$ cat src/rtl/cxs_pkg.sv
package cxs_pkg;
  typedef enum logic {HALF_LO = 1'b0, HALF_HI = 1'b1} half_e;
  typedef enum logic {KIND_FLT = 1'b0, KIND_INT = 1'b1} kind_e;
  typedef struct packed {
    logic vld;
    logic inc;
  } resp_t;
endpackage

$ cat src/rtl/cxs_beat_seq.sv
module cxs_beat_seq
  import cxs_pkg::*;
#(
  parameter int INSTR_W  = 32,
  parameter int LONG_BIT = 22
) (
  input  logic               clk_i,
  input  logic               rst_ni,
  input  logic               phase_valid_i,
  input  logic               phase_data_i,
  input  logic [INSTR_W-1:0] instr_i,
  input  logic               big_endian_i,
  output logic               beat_o,
  output logic               long_o,
  output half_e              half_o,
  output resp_t              resp_o
);
  logic second_q;

  assign beat_o = phase_valid_i & phase_data_i;
  assign long_o = instr_i[LONG_BIT];
  // first beat: BE->upper, LE->lower; second beat swaps
  assign half_o = half_e'(second_q ^ big_endian_i);

  always_ff @(posedge clk_i or negedge rst_ni) begin
    if (!rst_ni) begin
      second_q <= 1'b0;
      resp_o   <= '0;
    end else begin
      resp_o.vld <= phase_valid_i;
      resp_o.inc <= beat_o & long_o & ~second_q;
      if (phase_valid_i) begin
        if (!phase_data_i)  second_q <= 1'b0;
        else if (long_o)    second_q <= ~second_q;
        else                second_q <= 1'b0;
      end
    end
  end

  AST_NONDATA_DONE: assert property (@(posedge clk_i) disable iff (!rst_ni)
    (phase_valid_i && !phase_data_i) |=> (resp_o.vld && !resp_o.inc));
  AST_SINGLE_DONE: assert property (@(posedge clk_i) disable iff (!rst_ni)
    (beat_o && !long_o) |=> (resp_o.vld && !resp_o.inc));
  AST_INC_NOT_TWICE: assert property (@(posedge clk_i) disable iff (!rst_ni)
    (resp_o.vld && resp_o.inc) |=> !(resp_o.vld && resp_o.inc));
  AST_IDLE_SILENT: assert property (@(posedge clk_i) disable iff (!rst_ni)
    !phase_valid_i |=> !resp_o.vld);
endmodule

$ cat src/rtl/cxs_lane_steer.sv
module cxs_lane_steer
  import cxs_pkg::*;
#(
  parameter int WORD_W = 32
) (
  input  logic                beat_i,
  input  logic                store_i,
  input  logic                long_i,
  input  kind_e               kind_i,
  input  half_e               half_i,
  input  logic [WORD_W-1:0]   ld_word_i,
  input  logic [2*WORD_W-1:0] rf_rdata_i,
  output logic [1:0]          we_o,
  output logic [2*WORD_W-1:0] wr_data_o,
  output logic [WORD_W-1:0]   st_word_o
);
  half_e st_half;

  always_comb begin
    we_o      = 2'b00;
    wr_data_o = {ld_word_i, ld_word_i};
    if (beat_i && !store_i) begin
      if (long_i) begin
        we_o[half_i] = 1'b1;
      end else if (kind_i == KIND_FLT) begin
        we_o[HALF_HI] = 1'b1;
      end else begin
        we_o      = 2'b11;
        wr_data_o = {{WORD_W{ld_word_i[WORD_W-1]}}, ld_word_i};
      end
    end
  end

  always_comb begin
    if (long_i)                 st_half = half_i;
    else if (kind_i == KIND_INT) st_half = HALF_LO;
    else                        st_half = HALF_HI;
    st_word_o = (st_half == HALF_HI) ? rf_rdata_i[2*WORD_W-1:WORD_W]
                                     : rf_rdata_i[WORD_W-1:0];
  end
endmodule

$ cat src/rtl/cxs_half_rf.sv
module cxs_half_rf #(
  parameter int WORD_W = 32,
  parameter int NREGS  = 16,
  localparam int IDX_W = $clog2(NREGS)
) (
  input  logic                clk_i,
  input  logic                rst_ni,
  input  logic [IDX_W-1:0]    idx_i,
  input  logic [1:0]          we_i,
  input  logic [2*WORD_W-1:0] wr_data_i,
  output logic [2*WORD_W-1:0] rd_data_o
);
  for (genvar h = 0; h < 2; h++) begin : g_half
    logic [WORD_W-1:0] mem_q [NREGS];

    always_ff @(posedge clk_i or negedge rst_ni) begin
      if (!rst_ni) begin
        for (int r = 0; r < NREGS; r++) mem_q[r] <= '0;
      end else if (we_i[h]) begin
        mem_q[idx_i] <= wr_data_i[h*WORD_W +: WORD_W];
      end
    end

    assign rd_data_o[h*WORD_W +: WORD_W] = mem_q[idx_i];
  end
endmodule

$ cat src/rtl/cxs_xfer_seq.sv
module cxs_xfer_seq
  import cxs_pkg::*;
#(
  parameter int WORD_W   = 32,
  parameter int NREGS    = 16,
  parameter int INSTR_W  = 32,
  parameter int LONG_BIT = 22,
  parameter int IDX_LSB  = 12
) (
  input  logic               clk_i,
  input  logic               rst_ni,
  input  logic               phase_valid_i,
  input  logic               phase_data_i,
  input  logic [INSTR_W-1:0] instr_i,
  input  logic               store_i,
  input  logic               kind_int_i,
  input  logic               big_endian_i,
  input  logic [WORD_W-1:0]  ld_word_i,
  output logic               resp_valid_o,
  output logic               resp_inc_o,
  output logic [WORD_W-1:0]  st_word_o
);
  localparam int IDX_W = $clog2(NREGS);

  logic                beat, long_acc;
  half_e               half;
  resp_t               resp;
  logic [IDX_W-1:0]    idx;
  logic [1:0]          we;
  logic [2*WORD_W-1:0] wr_data, rd_data;
  logic [WORD_W-1:0]   st_word_d, st_word_q;
  kind_e               kind;

  assign idx  = instr_i[IDX_LSB +: IDX_W];
  assign kind = kind_e'(kind_int_i);

  cxs_beat_seq #(.INSTR_W(INSTR_W), .LONG_BIT(LONG_BIT)) u_seq (
    .clk_i, .rst_ni, .phase_valid_i, .phase_data_i, .instr_i, .big_endian_i,
    .beat_o(beat), .long_o(long_acc), .half_o(half), .resp_o(resp)
  );

  cxs_lane_steer #(.WORD_W(WORD_W)) u_steer (
    .beat_i(beat), .store_i, .long_i(long_acc), .kind_i(kind), .half_i(half),
    .ld_word_i, .rf_rdata_i(rd_data), .we_o(we), .wr_data_o(wr_data),
    .st_word_o(st_word_d)
  );

  cxs_half_rf #(.WORD_W(WORD_W), .NREGS(NREGS)) u_rf (
    .clk_i, .rst_ni, .idx_i(idx), .we_i(we), .wr_data_i(wr_data),
    .rd_data_o(rd_data)
  );

  always_ff @(posedge clk_i or negedge rst_ni) begin
    if (!rst_ni)                st_word_q <= '0;
    else if (beat && store_i)   st_word_q <= st_word_d;
  end

  assign resp_valid_o = resp.vld;
  assign resp_inc_o   = resp.inc;
  assign st_word_o    = st_word_q;

  AST_LONG_ONE_HALF: assert property (@(posedge clk_i) disable iff (!rst_ni)
    (beat && !store_i && long_acc) |-> ($countones(we) == 1));
  AST_FLT_UPPER_ONLY: assert property (@(posedge clk_i) disable iff (!rst_ni)
    (beat && !store_i && !long_acc && !kind_int_i) |-> (we == 2'b10));
  AST_INT_BOTH: assert property (@(posedge clk_i) disable iff (!rst_ni)
    (beat && !store_i && !long_acc && kind_int_i) |-> (we == 2'b11));
  AST_STORE_NO_WRITE: assert property (@(posedge clk_i) disable iff (!rst_ni)
    (!beat || store_i) |-> (we == 2'b00));
endmodule

$ cat config.mk
export PLATFORM = sky130hd
export DESIGN_NAME = cxs_xfer_seq
export DESIGN_NICKNAME = d
export VERILOG_FILES = /design/src/rtl/cxs_pkg.sv /design/src/rtl/cxs_beat_seq.sv /design/src/rtl/cxs_lane_steer.sv /design/src/rtl/cxs_half_rf.sv /design/src/rtl/cxs_xfer_seq.sv
export SDC_FILE = /design/constraint.sdc
export NUM_CORES = 2
export LEC_CHECK = 0
export BUFFER_PORTS_ARGS = -buffer_cell sky130_fd_sc_hd__buf_2
export CAP_MARGIN = 0
export CORE_MARGIN = 2
export CORE_UTILIZATION = 30
export CTS_CLUSTER_DIAMETER = 120
export DETAILED_ROUTE_END_ITERATION = 8
export PLACE_DENSITY = 0.49
export SLEW_MARGIN = 10
export SYNTH_ARGS = -nofsm -noshare
export SYNTH_HDL_FRONTEND = slang
export SYNTH_HIERARCHICAL = 1
export SYNTH_SLANG_ARGS = --single-unit
$ cat constraint.sdc
create_clock -name clk_i -period 3.4 [get_ports clk_i]
set_input_delay 0.34 -clock clk_i [delete_from_list [all_inputs] [get_ports clk_i]]
set_output_delay 0.34 -clock clk_i [all_outputs]
set_load 0.01 [all_outputs]
# Word level (Yosys, flattened, before mapping)
# Index checks and enable logic that the tools add are counted.
[totals]
wordCells = 74
output_inout_bits = 34
inputBits = 71
reg_bits = 1059
[op_classes]
magnitude_cmp = 4
bitwise_logic = 6
reduce_logical = 5
n_mux = 23
[op_table]
columns = ["op", "n"]
rows = [
  ["512-bit bitwise mux", 2],
  ["32-bit binary-select mux with 4-bit select", 2],
  ["32-bit two-way mux", 6],
  ["63-bit two-way mux", 3],
  ["32-bit demux with 4-bit select", 1],
  ["1-bit two-way mux", 6],
  ["5-bit >= comparator, second input constant", 1],
  ["5-bit by 1-bit less-than comparator with 1-bit output, second input constant", 1],
  ["4-bit inverter with 5-bit output", 1],
  ["1-bit logical AND", 4],
  ["2-bit two-way mux", 2],
  ["1-bit bitwise AND", 3],
  ["1-bit by 2-bit less-than comparator with 1-bit output, second input constant", 1],
  ["1-bit demux with 1-bit select", 1],
  ["1-bit >= comparator, second input constant", 1],
  ["1-bit zero test", 1],
  ["1-bit inverter", 1],
  ["1-bit XOR", 1],
]

# Logic depth before layout (Yosys ltp)
[logic_depth]
ltp_word = 7
mapped_depth = 9
depth_no_buf = 6

# Cells and area by module
# The synthesis kept the hierarchy.
[by_module_without_submodules]
columns = ["mod", "n_inst", "cells_each", "area_per_inst_um2", "seq_area_each_um2"]
rows = [
  ["cxs_half_rf", 1, 2796, 45711.3, 25624.6],
  ["cxs_xfer_seq", 1, 68, 1345.0, 800.8],
  ["cxs_lane_steer", 1, 149, 1021.0, 0.0],
  ["cxs_beat_seq", 1, 9, 118.9, 75.1],
]

# Worst setup path before layout
# Ideal clock, no wire load.
[synth_timing]
kind = "register to register"
start = "register u_seq.second_q"
end = "register u_rf/g_half[0].mem_q[289] (netlist bit)"
period_less_slack_ns = 2.434
arrival_ns = 2.310
path_buffers = 2
setup_time_ns = 0.125
required_ns = 3.275
path_stages_with_launch = 9
path_slack_ns = 0.966
cell_sequence = "dfrtp_1 xor2_1 o21ai_2 buf_4 nor2b_1 nand3b_1 nor2_1 buf_2 mux2_2"
[synth_between]
elab_chain_len = 7
elab_cells_between_ends = 8
classes_between = "order compare (2); mux (4); bitwise (1); reduce/logical (1)"
[synth_lines]
columns = ["element", "line", "rtl"]
rows = [
  ["start: declaration", "cxs_beat_seq.sv:18", "logic second_q;"],
  ["start signal: assignment", "cxs_beat_seq.sv:34", "else if (long_o) second_q <= ~second_q;"],
  ["1-bit XOR *", "cxs_beat_seq.sv:23", "assign half_o = half_e'(second_q ^ big_endian_i);"],
  ["via half", "cxs_xfer_seq.sv:26", "half_e half;"],
  ["1-bit by 2-bit less-than comparator with 1-bit output (not written as such) or 1-bit >= comparator (tied branches)", "cxs_lane_steer.sv:24", "we_o[half_i] = 1'b1;"],
  ["1-bit logical AND (not written as such)", "cxs_lane_steer.sv:24", ""],
  ["1-bit two-way mux (not written as such)", "cxs_lane_steer.sv:24", ""],
  ["1-bit demux with 1-bit select *", "n/a", ""],
  ["2-bit two-way mux *", "cxs_lane_steer.sv:23", "if (long_i) begin"],
  ["2-bit two-way mux *", "cxs_lane_steer.sv:22", "if (beat_i && !store_i) begin"],
  ["via we[0]", "cxs_xfer_seq.sv:29", "logic [1:0] we;"],
  ["end signal: indexed assignment", "cxs_half_rf.sv:20", "mem_q[idx_i] <= wr_data_i[h*WORD_W +: WORD_W];"],
  ["end: declaration", "cxs_half_rf.sv:14", "logic [WORD_W-1:0] mem_q [NREGS];"],
]
# Mark *: on every way through the listed nets, which the timed path passes. The rest lies on a longest branch.
# A chain may end at the register's enable or synchronous reset.

# Final worst setup path
[layout_timing]
start = "register u_seq.second_q"
end = "register u_rf/g_half[0].mem_q[278] (netlist bit)"
# Same word-level chain as after synthesis.

==> metrics.txt <==
result of the run complete, no violations; Least-Margin Pin Slew 927.5 ps; summed negative setup slack over all endpoints 0 ps; count of buffers added by post-CTS timing repair for setup 0; Relative slew margins 38.16%; area of the placeable core around 160,000 µm²; root buffer cell sky130_fd_sc_hd__clkbuf_16; Remaining DRCs 0; pin count of the biggest net entering global routing 80; number of primary I/O pins 105; Final Max Slew Viols 0; syn_nets 3,093; quantity of gates resized following cts 0; Req. time, crit path around 4000 ps; critical path cell sequence xor2_1 -> o21ai_4 -> nor2b_1 -> nand3b_1 -> nor2_4 -> buf_4 -> mux2_2; DR WL/cell ~25 µm; Die Y around 400 µm; initial cell density of the core 30.12%; master of the slowest instance on the critical path sky130_fd_sc_hd__buf_4; average size of a mapped cell between 15 and 20 µm²; unrepaired setup endpoints after global routing false; Netlist Area Pre-Place just under 50,000 µm²; routed wire length 132,500 µm; gr ovfl total 0; number of flip-flops and latches in the synthesized netlist 1,059; total CTS buffers roughly 110; number of buffer and inverter stages on the critical path 1; count of cell types in the netlist 34; CTS sink count 1,059; Critical Path Source Type flip-flop; biggest fanout along the worst timing path 18; VDD IR-drop max 0.4097 mV; # port buffers slightly below 80; CTS clock-pin slew for the worst setup and hold paths about 60 ps; Fin Clk Skew 25.18 ps; growth of design area from synthesis to finish 15.24%; DRT iter0 DRCs about 1,500; final critical-path required period between 2000 and 3000 ps; buffer levels on the longest clock path 3; Die Footprint around 160,000 µm²; number of antenna violations at the first check in global routing 6; row count 147; final antenna-violating net count 0; Critical Setup Path Class flip-flop to flip-flop; kind of capture point of the worst setup path flip-flop; vias per cell ~5; sequential fraction of the synthesis area 54.98%; maxcap violations 0; synthesized netlist cell count between 3,000 and 4,000; level count of the clock H-tree 3; Final Hold Vio Count 0; CTS tree done; via count of the first global-routing pass 28,557; Final GP Congestion slightly above 0.7; dpl hpwl 77,870 µm; Final setup violation count 0; cell type group with the largest total delay on the critical path simple AND/OR/NAND/NOR gates; GRT Resource Usage Total about 16%; leading cell type in the layout, fill and taps excluded sky130_fd_sc_hd__dfrtp_1; fraction of the cycle the final worst path needs just over 80%; number of optimization iterations in the first detailed-route pass 4; Pwr Density ~560 nW/µm²; net total in the final layout between 3,000 and 4,000; delay of the slowest critical-path stage just under 500 ps; Die Width roughly 400 µm; leakage power summed over all cells around 26 nW; first-pass GRT wire length 198,300 µm; via count around 26,000; Yosys warning count 6; class of the worst hold path input pin to flip-flop; share of cells above drive strength 1 between 50 and 60%; Critical Path AT ~3400 ps; fmax ~0.35 GHz; top library cells by usage in the layout, fill and taps aside sky130_fd_sc_hd__dfrtp_1 (1,059), sky130_fd_sc_hd__mux2_2 (1,040), sky130_fd_sc_hd__mux4_2 (256); clock latency on the worst-skew pair between 700 and 800 ps; post-layout utilization of the core about a third
[cells in the mapped netlist]
library cell | instances | area, µm²
sky130_fd_sc_hd__nor2_1 | 19 | 71.32
sky130_fd_sc_hd__buf_2 | 81 | 405.4
sky130_fd_sc_hd__nand2_4 | 1 | 11.26
sky130_fd_sc_hd__mux2_2 | 1040 | 11710
sky130_fd_sc_hd__clkbuf_1 | 102 | 382.9
sky130_fd_sc_hd__a21oi_1 | 1 | 5.000
sky130_fd_sc_hd__nand2b_4 | 1 | 13.76
sky130_fd_sc_hd__a21o_1 | 1 | 7.510
sky130_fd_sc_hd__xor2_1 | 1 | 8.760
sky130_fd_sc_hd__mux2_1 | 18 | 202.7
sky130_fd_sc_hd__nand2_2 | 1 | 6.260
sky130_fd_sc_hd__nand2_1 | 95 | 356.6
sky130_fd_sc_hd__nor2_2 | 7 | 43.79
sky130_fd_sc_hd__mux2_4 | 30 | 450.4
sky130_fd_sc_hd__a22oi_1 | 128 | 960.9
sky130_fd_sc_hd__and4b_1 | 1 | 10.01
sky130_fd_sc_hd__nand3_1 | 8 | 40.04
sky130_fd_sc_hd__buf_4 | 89 | 668.1
sky130_fd_sc_hd__buf_6 | 15 | 168.9
sky130_fd_sc_hd__mux4_2 | 256 | 5766
sky130_fd_sc_hd__buf_1 | 9 | 33.78
sky130_fd_sc_hd__nand3b_1 | 4 | 30.03
sky130_fd_sc_hd__dfrtp_1 | 1059 | 26500
sky130_fd_sc_hd__clkbuf_2 | 2 | 10.01
sky130_fd_sc_hd__inv_1 | 4 | 15.01
sky130_fd_sc_hd__or3_1 | 1 | 6.260
sky130_fd_sc_hd__and2_1 | 2 | 12.51
sky130_fd_sc_hd__or2_2 | 1 | 6.260
sky130_fd_sc_hd__o21ai_2 | 1 | 8.760
sky130_fd_sc_hd__and4_1 | 2 | 17.52
sky130_fd_sc_hd__nor2b_1 | 5 | 31.28
sky130_fd_sc_hd__nand2b_1 | 3 | 18.77
sky130_fd_sc_hd__o21ai_0 | 31 | 155.2
sky130_fd_sc_hd__buf_12 | 3 | 60.06
[worst reg2reg max path, delay by kind of cell, from the launching register on]
| family | cells | cell delay (ps) |
|---|---|---|
| AO/OA/AOI/OAI | 1 | 170 |
| XOR/XNOR | 1 | 210 |
| buffers and inverters | 1 | 490 |
| flip-flops | 1 | 400 |
| multiplexers | 1 | 450 |
| AND/OR/NAND/NOR | 3 | 980 |
[report_power, final]
| part | total (W) | internal, W | leakage, nW | switching [W] |
|---|---|---|---|---|
| clock | 0.0132 | 0.00793 | 1.99 | 0.00528 |
| combinational | 0.00343 | 0.00191 | 9.59 | 0.00153 |
| sequential | 0.0145 | 0.0139 | 14.4 | 0.000618 |
| total | 0.0312 | 0.0237 | 25.9 | 0.00742 |
[what timing repair did]
| action | CTS | global route |
|---|---|---|
| hold buffers | 4 | 0 |
| endpoints found under the setup margin | 0 | 0 |
| hold endpoints to repair | 50 | 0 |
[cell type report]
class / instances / area (µm²)
timing repair buffer: 234 / 2205
fill: 15414 / 104500
clock buffer: 163 / 3329
sequential: 1059 / 26500
inverter: 4 / 15.01
clock inverter: 51 / 674.4
tap: 2086 / 2610
multi-input combinational: 1658 / 20210
antenna: 1 / 2.502
[logic make-up after synthesis]
logic type	share of synthesized area, %
XOR/XNOR	0.01818
multiplexers	37.62
buffers and inverters	3.619
flip-flops	54.98
AND/OR/NAND/NOR	1.402
AO/OA/AOI/OAI	2.360
[through the flow]
step / area, µm² / std cells / setup slack [ps] / power [W] / hold WS [ps]
finish: 55540 / 5256 / 575.4 / 0.03116 / 61.24
global route: 55540 / 5255 / 432.0 / 0.03256 / 62.92
CTS: 55540 / 5255 / 589.8 / 0.03166 / 0.4203
detailed placement: 51500 / 5037 / 500.2 / 0.01824 / 469.1
global placement: 51500 / 5037 / 509.7 / 0.01816 / 463.0
floorplan: 48200 / 3022 / 965.7 / 0.01699 / 44.41
[registers in the layout (all words and copies together), names as in the netlist]
| name | cells |
|---|---|
| u_rf/g_half.mem_q | 1024 |
| u_seq/second_q | 1 |
| u_seq/resp_o | 2 |
| st_word_o | 32 |
[final timing paths]
path / start / to / slack (ps) / depth (start not counted)
max: u_seq/second_q / u_rf/g_half[0].mem_q[278] / 580 / 7
min: instr_i[22] / u_seq/second_q / 60 / 3
max reg2reg: u_seq/second_q / u_rf/g_half[0].mem_q[278] / 580 / 7
min reg2reg: u_rf/g_half[1].mem_q[282] / u_rf/g_half[1].mem_q[282] / 480 / 1
max in group asynchronous: rst_ni / u_rf/g_half[1].mem_q[275] / 2000 / 4
min in group asynchronous: rst_ni / u_rf/g_half[0].mem_q[253] / 320 / 2
[per-layer routing]
| metal | vias up | global-route usage [%] | share of wire, % |
|---|---|---|---|
| li1 | 11340 | - | - |
| met1 | 14432 | 23.18 | 47 |
| met2 | 407 | 26.30 | 47 |
| met3 | 154 | 2.404 | 3.7 |
| met4 | 0 | 4.399 | 2.2 |
| met5 | - | 0 | 0 |
(Power assumes the default switching activity.)
